===== src/rtl/wfs_pkg.sv =====
package wfs_pkg;

    typedef enum logic [1:0] {
        ST_IDLE,
        ST_HDR,
        ST_PIX
    } wfs_state_e;

    localparam logic [7:0] OP_COL_WIN = 8'h2A;
    localparam logic [7:0] OP_ROW_WIN = 8'h2B;
    localparam logic [7:0] OP_MEM_WR  = 8'h2C;
    localparam int         HDR_LAST   = 10;

    // Window corners as sent on the link (offsets already applied)
    typedef struct packed {
        logic [15:0] xs;
        logic [15:0] xe;
        logic [15:0] ys;
        logic [15:0] ye;
    } wfs_win_t;

    // Pixel bytes in link order: b0 leaves first
    typedef struct packed {
        logic [7:0] b0;
        logic [7:0] b1;
    } wfs_pair_t;

    function automatic logic [15:0] xrgb_to_565(input logic [23:0] rgb);
        return {rgb[23:19], rgb[15:10], rgb[7:3]};
    endfunction

endpackage


===== src/rtl/wfs_hdr_mux.sv =====
module wfs_hdr_mux
    import wfs_pkg::*;
(
    input  wfs_win_t   win_i,
    input  logic [3:0] idx_i,
    output logic [7:0] byte_o,
    output logic       dc_o
);
    always_comb begin
        dc_o = 1'b1;
        unique case (idx_i)
            4'd0:    begin byte_o = OP_COL_WIN; dc_o = 1'b0; end
            4'd1:    byte_o = win_i.xs[15:8];
            4'd2:    byte_o = win_i.xs[7:0];
            4'd3:    byte_o = win_i.xe[15:8];
            4'd4:    byte_o = win_i.xe[7:0];
            4'd5:    begin byte_o = OP_ROW_WIN; dc_o = 1'b0; end
            4'd6:    byte_o = win_i.ys[15:8];
            4'd7:    byte_o = win_i.ys[7:0];
            4'd8:    byte_o = win_i.ye[15:8];
            4'd9:    byte_o = win_i.ye[7:0];
            default: begin byte_o = OP_MEM_WR; dc_o = 1'b0; end
        endcase
    end
endmodule


===== src/rtl/wfs_pix_conv.sv =====
module wfs_pix_conv
    import wfs_pkg::*;
(
    input  logic [31:0] data_i,
    input  logic        fmt32_i,
    input  logic        swap_i,
    input  logic        zero_i,
    output wfs_pair_t   pair_o
);
    logic [15:0] px;
    logic        unused_xbyte;

    assign unused_xbyte = ^data_i[31:24];

    always_comb begin
        px = fmt32_i ? xrgb_to_565(data_i[23:0]) : data_i[15:0];
        if (zero_i) px = '0;
        pair_o.b0 = swap_i ? px[7:0]  : px[15:8];
        pair_o.b1 = swap_i ? px[15:8] : px[7:0];
    end
endmodule


===== src/rtl/wfs_pix_cnt.sv =====
module wfs_pix_cnt #(
    parameter int W = 34
) (
    input  logic         clk,
    input  logic         rst,
    input  logic         load_i,
    input  logic [W-1:0] load_val_i,
    input  logic         dec_i,
    output logic         last_o
);
    logic [W-1:0] remain;

    always_ff @(posedge clk) begin
        if (rst)          remain <= '0;
        else if (load_i)  remain <= load_val_i;
        else if (dec_i)   remain <= remain - W'(1);
    end

    assign last_o = (remain == W'(1));
endmodule


===== src/rtl/win_flush_seq.sv =====
module win_flush_seq
    import wfs_pkg::*;
#(
    parameter int COORD_W  = 16,
    parameter int LEFT_OFS = 0,
    parameter int TOP_OFS  = 0,
    parameter int PANEL_W  = 240,
    parameter int PANEL_H  = 320
) (
    input  logic               clk,
    input  logic               rst,
    input  logic               start_i,
    input  logic               blank_i,
    input  logic [COORD_W-1:0] x0_i,
    input  logic [COORD_W-1:0] x1_i,
    input  logic [COORD_W-1:0] y0_i,
    input  logic [COORD_W-1:0] y1_i,
    input  logic               fmt32_i,
    input  logic               swap_i,
    input  logic               pix_valid_i,
    input  logic [31:0]        pix_data_i,
    output logic               pix_ready_o,
    output logic               out_valid_o,
    input  logic               out_ready_i,
    output logic [7:0]         out_byte_o,
    output logic               out_dc_o,
    output logic               busy_o
);
    localparam int SPAN_W = COORD_W + 1;
    localparam int CNT_W  = 2 * SPAN_W;

    wfs_state_e  state;
    logic [3:0]  hdr_idx;
    wfs_win_t    win_q, win_nx;
    logic        fmt32_q, swap_q, blank_q;
    logic        have_pix, byte_sel;
    wfs_pair_t   pix_q, pix_nx;
    logic [CNT_W-1:0]  npix_nx;
    logic [SPAN_W-1:0] span_x, span_y;
    logic [7:0]  hdr_byte;
    logic        hdr_dc;
    logic        accept, fire, load_pix, pair_done, cnt_last;

    // Request decode: blank takes precedence over a rectangle
    always_comb begin
        span_x = {1'b0, x1_i} - {1'b0, x0_i} + SPAN_W'(1);
        span_y = {1'b0, y1_i} - {1'b0, y0_i} + SPAN_W'(1);
        if (blank_i) begin
            win_nx.xs = 16'(LEFT_OFS);
            win_nx.xe = 16'(LEFT_OFS + PANEL_W - 1);
            win_nx.ys = 16'(TOP_OFS);
            win_nx.ye = 16'(TOP_OFS + PANEL_H - 1);
            npix_nx   = CNT_W'(PANEL_W * PANEL_H);
        end else begin
            win_nx.xs = 16'(x0_i) + 16'(LEFT_OFS);
            win_nx.xe = 16'(x1_i) + 16'(LEFT_OFS);
            win_nx.ys = 16'(y0_i) + 16'(TOP_OFS);
            win_nx.ye = 16'(y1_i) + 16'(TOP_OFS);
            npix_nx   = CNT_W'(span_x) * CNT_W'(span_y);
        end
    end

    wfs_hdr_mux u_hdr (
        .win_i  (win_q),
        .idx_i  (hdr_idx),
        .byte_o (hdr_byte),
        .dc_o   (hdr_dc)
    );

    wfs_pix_conv u_conv (
        .data_i  (pix_data_i),
        .fmt32_i (fmt32_q),
        .swap_i  (swap_q),
        .zero_i  (blank_q),
        .pair_o  (pix_nx)
    );

    always_comb begin
        accept      = (state == ST_IDLE) && (start_i || blank_i);
        out_valid_o = (state == ST_HDR) || ((state == ST_PIX) && have_pix);
        fire        = out_valid_o && out_ready_i;
        pix_ready_o = (state == ST_PIX) && !have_pix && !blank_q;
        load_pix    = (state == ST_PIX) && !have_pix && (blank_q || pix_valid_i);
        pair_done   = (state == ST_PIX) && have_pix && byte_sel && fire;
        busy_o      = (state != ST_IDLE);
        if (state == ST_HDR) begin
            out_byte_o = hdr_byte;
            out_dc_o   = hdr_dc;
        end else begin
            out_byte_o = byte_sel ? pix_q.b1 : pix_q.b0;
            out_dc_o   = 1'b1;
        end
    end

    wfs_pix_cnt #(.W(CNT_W)) u_cnt (
        .clk        (clk),
        .rst        (rst),
        .load_i     (accept),
        .load_val_i (npix_nx),
        .dec_i      (pair_done),
        .last_o     (cnt_last)
    );

    always_ff @(posedge clk) begin
        if (rst) begin
            state    <= ST_IDLE;
            hdr_idx  <= '0;
            win_q    <= '0;
            fmt32_q  <= 1'b0;
            swap_q   <= 1'b0;
            blank_q  <= 1'b0;
            have_pix <= 1'b0;
            byte_sel <= 1'b0;
            pix_q    <= '0;
        end else begin
            unique case (state)
                ST_IDLE: begin
                    if (accept) begin
                        state    <= ST_HDR;
                        hdr_idx  <= '0;
                        win_q    <= win_nx;
                        fmt32_q  <= fmt32_i;
                        swap_q   <= swap_i;
                        blank_q  <= blank_i;
                        have_pix <= 1'b0;
                        byte_sel <= 1'b0;
                    end
                end
                ST_HDR: begin
                    if (fire) begin
                        if (hdr_idx == 4'(HDR_LAST)) state <= ST_PIX;
                        else hdr_idx <= hdr_idx + 4'd1;
                    end
                end
                ST_PIX: begin
                    if (load_pix) begin
                        pix_q    <= pix_nx;
                        have_pix <= 1'b1;
                    end else if (fire) begin
                        if (!byte_sel) begin
                            byte_sel <= 1'b1;
                        end else begin
                            byte_sel <= 1'b0;
                            have_pix <= 1'b0;
                            if (cnt_last) state <= ST_IDLE;
                        end
                    end
                end
                default: state <= ST_IDLE;
            endcase
        end
    end
endmodule


===== config.mk =====
export PLATFORM = sky130hd
export DESIGN_NAME = win_flush_seq
export DESIGN_NICKNAME = d
export VERILOG_FILES = /design/src/rtl/wfs_pkg.sv /design/src/rtl/wfs_hdr_mux.sv /design/src/rtl/wfs_pix_conv.sv /design/src/rtl/wfs_pix_cnt.sv /design/src/rtl/win_flush_seq.sv
export SDC_FILE = /design/constraint.sdc
export NUM_CORES = 1
export LEC_CHECK = 0
export ABC_AREA = 1
export BUFFER_PORTS_ARGS = -buffer_cell sky130_fd_sc_hd__buf_2
export CORE_ASPECT_RATIO = 0.6
export CORE_MARGIN = 3
export CORE_UTILIZATION = 58
export CTS_CLUSTER_SIZE = 8
export DETAILED_ROUTE_END_ITERATION = 10
export GPL_ROUTABILITY_DRIVEN = 0
export HOLD_SLACK_MARGIN = 0.06
export PLACE_DENSITY = 0.78
export SLEW_MARGIN = 20
export SYNTH_ARGS = -nofsm -noshare
export SYNTH_HDL_FRONTEND = slang
export SYNTH_HIERARCHICAL = 1
export SYNTH_SLANG_ARGS = --single-unit

===== constraint.sdc =====
create_clock -name clk -period 7.9 [get_ports clk]
set_input_delay 1.185 -clock clk [delete_from_list [all_inputs] [get_ports clk]]
set_output_delay 1.185 -clock clk [all_outputs]
set_load 0.005 [all_outputs]

==> results of run 1 <==
[through the flow]
step	TNS, ns	utilization	worst slack (ns)
final	0	0.715	0.0425
after global routing	-1.77	0.715	-0.152
after CTS	-0.0359	0.689	-0.0215
after detailed placement	-10.18	0.667	-0.582
after global placement	-7.60	0.667	-0.441
after floorplan	0	-	0.121
[worst min-delay path, cell delays in order (launching register included)]
cell and delay [ns]:
dfxtp_1 0.31, nand2_1 0.06, a21oi_1 0.05
[cell families after synthesis]
group / count (synthesis)
adders and majority gates: 400
buffers and inverters: 625
DFF: 125
AOI/OAI and AO/OA: 295
xor gates and xnor gates: 32
and+or+nand+nor: 1377
[final timing paths]
check,slack [ns],end,cells past startpoint
setup reg to reg,4.30,u_cnt/remain[1],11
hold reg to reg,0.47,win_q[48],2
hold / removal,0.47,win_q[48],2
setup / recovery,0.04,u_cnt/remain[27],40
[sequential cells by signal, indices dropped and copies added, names as in the netlist]
signal,count
win_q,64
u_cnt/remain,34
pix_q,16
hdr_idx,4
state,2
blank_q,1
byte_sel,1
fmt32_q,1
have_pix,1
swap_q,1
[routing by layer]
layer  global-route usage  share of wire  up-vias
met1                0.496           0.40     9753
li1                     -              -     9365
met5                    0        0.00014        -
met2                0.523           0.42     1370
met3                0.109           0.14      209
met4               0.0999          0.033        2
[what timing repair did]
item	4_1_cts	5_1_grt
setup endpoints to repair	19	24
gates resized for setup	22	191
setup buffers	4	23
endpoints found under the hold margin	0	0
pin swaps	3	81
[cells in the mapped netlist (14+ instances only)]
| master | instances |
|---|---|
| o21bai_1 | 14 |
| buf_2 | 29 |
| a21oi_1 | 148 |
| ha_1 | 174 |
| nor2_1 | 312 |
| nand2_1 | 732 |
| nand3_1 | 209 |
| nor3_1 | 19 |
| dfxtp_1 | 125 |
| fa_1 | 226 |
| inv_1 | 510 |
| inv_2 | 17 |
| a31oi_1 | 16 |
| o21ai_0 | 61 |
| a22oi_1 | 26 |
| nand4_1 | 16 |
| nor2_2 | 15 |
| xor2_1 | 15 |
| clkbuf_1 | 39 |
| nand2_2 | 39 |
[area by class of cell]
| type | instances | area [sq um] |
|---|---|---|
| clock buffers | 19 | 443 |
| clock inverters | 13 | 131 |
| fillers | 2539 | 9330 |
| inverters | 531 | 2020 |
| multi-input cells | 2104 | 15200 |
| flip-flops and latches | 125 | 2500 |
| well taps | 450 | 563 |
| repair buffers | 358 | 2560 |
==> summary.md, run 1 <==
| Metric | Value |
|---|---|
| Worst setup SP type | input port |
| Beginning of the worst hold path | win_q[48] |
| Via count | 20700 |
| Ys Warns | 6 |
| Minimum clock period | 7.86 ns |
| HPWL Detailed | 51.3 mm |
| Initial antenna violation count | 1 |
| Compound-Gate Fraction of Synth Area | 0.0860 |
| CTS tree | done |
| I/O pin count | 116 |
| Unrepaired setup endpoints after global routing | true |
| Max Fanout on Critical Path | 4 |
| Asr flop ratio synth | 0 |
| WP buf/inv | 14 |
| Most frequent cells in the layout | nand2_1, inv_1, nor2_1 |
| Critical path's slowest cell | fa_1 |
| Primary FF master, synth | dfxtp_1 |
| Main combinational cell family by area after synthesis | adder cells |
| Register area share after synthesis | 0.128 |
| Initial Utilization | 0.595 |
| Final instance area | 23500 sq um |
| Hold Buf Count CTS | 0 |
| Adder-cell area share of the yosys netlist | 0.343 |
| Synth area leader | fa_1 |
| Synth top area share | 0.232 |
| Most used cell, CP | inv_2 |
| P&R area growth vs syn | 20.2% |
| Placed Cells | 3541 |
| First-pass GRT wire length | 101 mm |
| Worst Hold Slack | 0.466 ns |
| Clock Tree Buf Depth | 2 |
| Max Cap Viol | 0 |
| Clk sinks | 125 |
| Max-slew violation count | 0 |
| Root Driver | clkbuf_16 |
| Slowest stage delay, CP | 0.57 ns |
| DIE HEIGHT | 148 um |
| Setup CP Type | in2reg |
| Worst path arrival time | 8.21 ns |
| # diodes | 0 |
| Clk_lat worst skew | 0.44 ns |
| Gate Count Post-Synth | 2854 |
| Via-to-Cell Ratio | 5.75 |
| CTS buffer count | 17 |
| Detail Route Antenna Nets | 0 |
| Core Area | 32800 sq um |
| Crit share post-route | 0.995 |
| Synth Area in XOR/XNOR | 0.0163 |
| H-tree depth | 4 |
| Most common cell after layout, fill and taps aside | nand2_1 |
| Syn Std Cell Area | 19500 sq um |
| Reg-to-reg critical path startpoint | state[0] |
| DR iter-0 viols | 2657 |
| Final WL | 65.6 mm |
| First-pass DRT Iterations | 6 |
| GR Util All Layers | 0.352 |
| Library cells used by synthesis | 52 |
| Critical Path Start | x1_i[1] |
| Crit path max-delay family | adder cells |
| Die X | 243 um |
| Area contributors post-synth | fa_1, nand2_1, dfxtp_1 |
| Worst Tran Pin Value | 1.09 ns |
| Setup Skew | 0.0157 ns |
| Global route overflow | 0 |
| Share of layout cells above drive strength 1 | 0.210 |
| CP Data Required Time | 8.25 ns |
| Mean Syn Cell Area | 6.84 sq um |
| Mux cell area share after synthesis | 0 |
| Net count, final | 3641 |
| Post-synthesis simple-gate area fraction | 0.297 |
| FMAX | 0.127 GHz |
| HP Class | reg2reg |
| Port buffer count | 104 |
| Crit end category | register |
| Worst-path clk slew | 0.07 ns |
| # rows | 51 |
| Outcome | finished clean |
| Die footprint | 36000 sq um |
| #FFs+latches synth | 125 |
| Final setup viols | 0 |
| Slew HR | 0.270 |
| Largest net degree at the start of global routing | 94 |
| Syn nets | 3358 |
| DRC Markers | 0 |
| Finished Layout Cells | 3600 |
| Number of synthesized flops with an enable pin | 0 |
| Hold Violations, Final | 0 |
| Vias in the first global route | 19600 |
| WL/cell | 18.2 um |
| Placed Area | 21900 sq um |
Power of run 1 is left out: the tool's default activity adds up to more than one toggle a clock period on the data nets, which glitch-free logic cannot reach.
==> run 2: changes to the inputs <==
--- a/config.mk
+++ b/config.mk
@@ -13,6 +13,7 @@
 export CTS_CLUSTER_SIZE = 8
 export DETAILED_ROUTE_END_ITERATION = 10
 export GPL_ROUTABILITY_DRIVEN = 0
+export GPL_TIMING_DRIVEN = 0
 export HOLD_SLACK_MARGIN = 0.06
 export PLACE_DENSITY = 0.78
 export SLEW_MARGIN = 20
==> summary.md, run 2 (synthesized netlist as in run 1, its figures left out) <==
| Metric | Value |
|---|---|
| Outcome | finished clean |
| Vias in the first global route | 19200 |
| CTS tree | done |
| CP Data Required Time | 8.26 ns |
| Via count | 20400 |
| Setup ws final | 0.0292 ns |
| Crit end category | register |
| Via-to-Cell Ratio | 5.83 |
| Setup Skew | 0.0159 ns |
| Top flop regs | win_q x64, u_cnt/remain x34, pix_q x16 |
| Global route overflow | 0 |
| Core Area | 32800 sq um |
| Largest register FFs | 64 |
| Unrepaired setup endpoints after global routing | true |
| Die X | 243 um |
| Detail Route Antenna Nets | 0 |
| Slew HR | 0.418 |
| Die footprint | 36000 sq um |
| HPWL Detailed | 52.8 mm |
| Final WL | 67.7 mm |
| DIE HEIGHT | 148 um |
| Clk sinks | 125 |
| Initial antenna violation count | 3 |
| Final setup viols | 0 |
| Most frequent cells in the layout | nand2_1, inv_1, nor2_1 |
| Hold Violations, Final | 0 |
| First-pass DRT Iterations | 8 |
| DRC Markers | 0 |
| Crit path max-delay family | adder cells |
| Share of layout cells above drive strength 1 | 0.181 |
| WP buf/inv | 10 |
| Most used cell, CP | fa_1 |
| Setup CP Type | in2reg |
| Clock Tree Buf Depth | 2 |
| H-tree depth | 4 |
| Net count, final | 3528 |
| Port buffer count | 103 |
| Minimum clock period | 7.87 ns |
| Max-slew violation count | 0 |
| GR Util All Layers | 0.365 |
| Finished Layout Cells | 3490 |
| P&R area growth vs syn | 17.4% |
| Most common cell after layout, fill and taps aside | nand2_1 |
| Critical path's slowest cell | fa_2 |
| Worst-path clk slew | 0.06 ns |
| # rows | 51 |
| CTS buffer count | 17 |
| Pre-CTS WS | -1.39 ns |
| Largest net degree at the start of global routing | 17 |
| Crit share post-route | 0.996 |
| Root Driver | clkbuf_16 |
| Slowest stage delay, CP | 0.63 ns |
| Biggest register | win_q |
| Clk_lat worst skew | 0.44 ns |
| WL/cell | 19.4 um |
| Initial Utilization | 0.595 |
| Max Cap Viol | 0 |
| First-pass GRT wire length | 103 mm |
| DR iter-0 viols | 2495 |
| FMAX | 0.127 GHz |
| Setup_tns | 0 ns |
| Worst Tran Pin Value | 0.873 ns |
| Worst path arrival time | 8.23 ns |
| Max Fanout on Critical Path | 6 |
| Placed Cells | 3407 |
| HP Class | reg2reg |
| Worst setup SP type | input port |
| I/O pin count | 116 |
run 2: worst paths after layout:
path / slack (ns) / startpoint / depth (start not counted) / end
max: 0.03 / x1_i[1] / 37 / u_cnt/remain[31]
min: 0.47 / win_q[14] / 2 / win_q[14]
min reg2reg: 0.47 / win_q[14] / 2 / win_q[14]
max reg2reg: 5.07 / state[0] / 8 / u_cnt/remain[24]
run 2: repair_timing:
item / in CTS / in global routing
buffers inserted: 19 / 31
hold buffers: 0 / 0
setup endpoints to repair: 21 / 21
hold endpoints to repair: 0 / 0
pin swaps: 34 / 78
gates cloned: 0 / 1
gates resized for setup: 108 / 217
run 2: area by class of cell:
cell class,instances,area [sq um]
multi-input combinational,2104,15700
clock buffer,18,429
tap,450,563
antenna,3,7.51
buffer,92,576
fill,2724,9860
clock inverter,14,161
sequential,125,2500
inverter,531,2050
timing repair buffer,153,953
run 2: routing by layer:
metal | global-route usage | share of wire | vias to the layer above
met4 | 0.101 | 0.032 | 2
met5 | 0 | 0.00092 | -
met3 | 0.162 | 0.17 | 227
met2 | 0.522 | 0.40 | 1488
li1 | - | - | 9153
met1 | 0.503 | 0.39 | 9486
run 2: worst register-to-register path: cells and delay by family (launching register included):
kind                   cells  cell delay [ns]
AOI/OAI and AO/OA          3             0.62
buffers and inverters      4             1.37
DFF                        1             0.34
and+or+nand+nor            1             0.42
run 2: through the flow:
| stage | area [sq um] | util | hold slack, ns |
|---|---|---|---|
| after floorplan | 19500 | - | 0.440 |
| after global placement | 20600 | 0.628 | 0.453 |
| after detailed placement | 20600 | 0.629 | 0.458 |
| after CTS | 21800 | 0.666 | 0.468 |
| after global routing | 22900 | 0.699 | 0.490 |
| final | 22900 | 0.699 | 0.470 |
Power of run 2 is left out for the same reason.
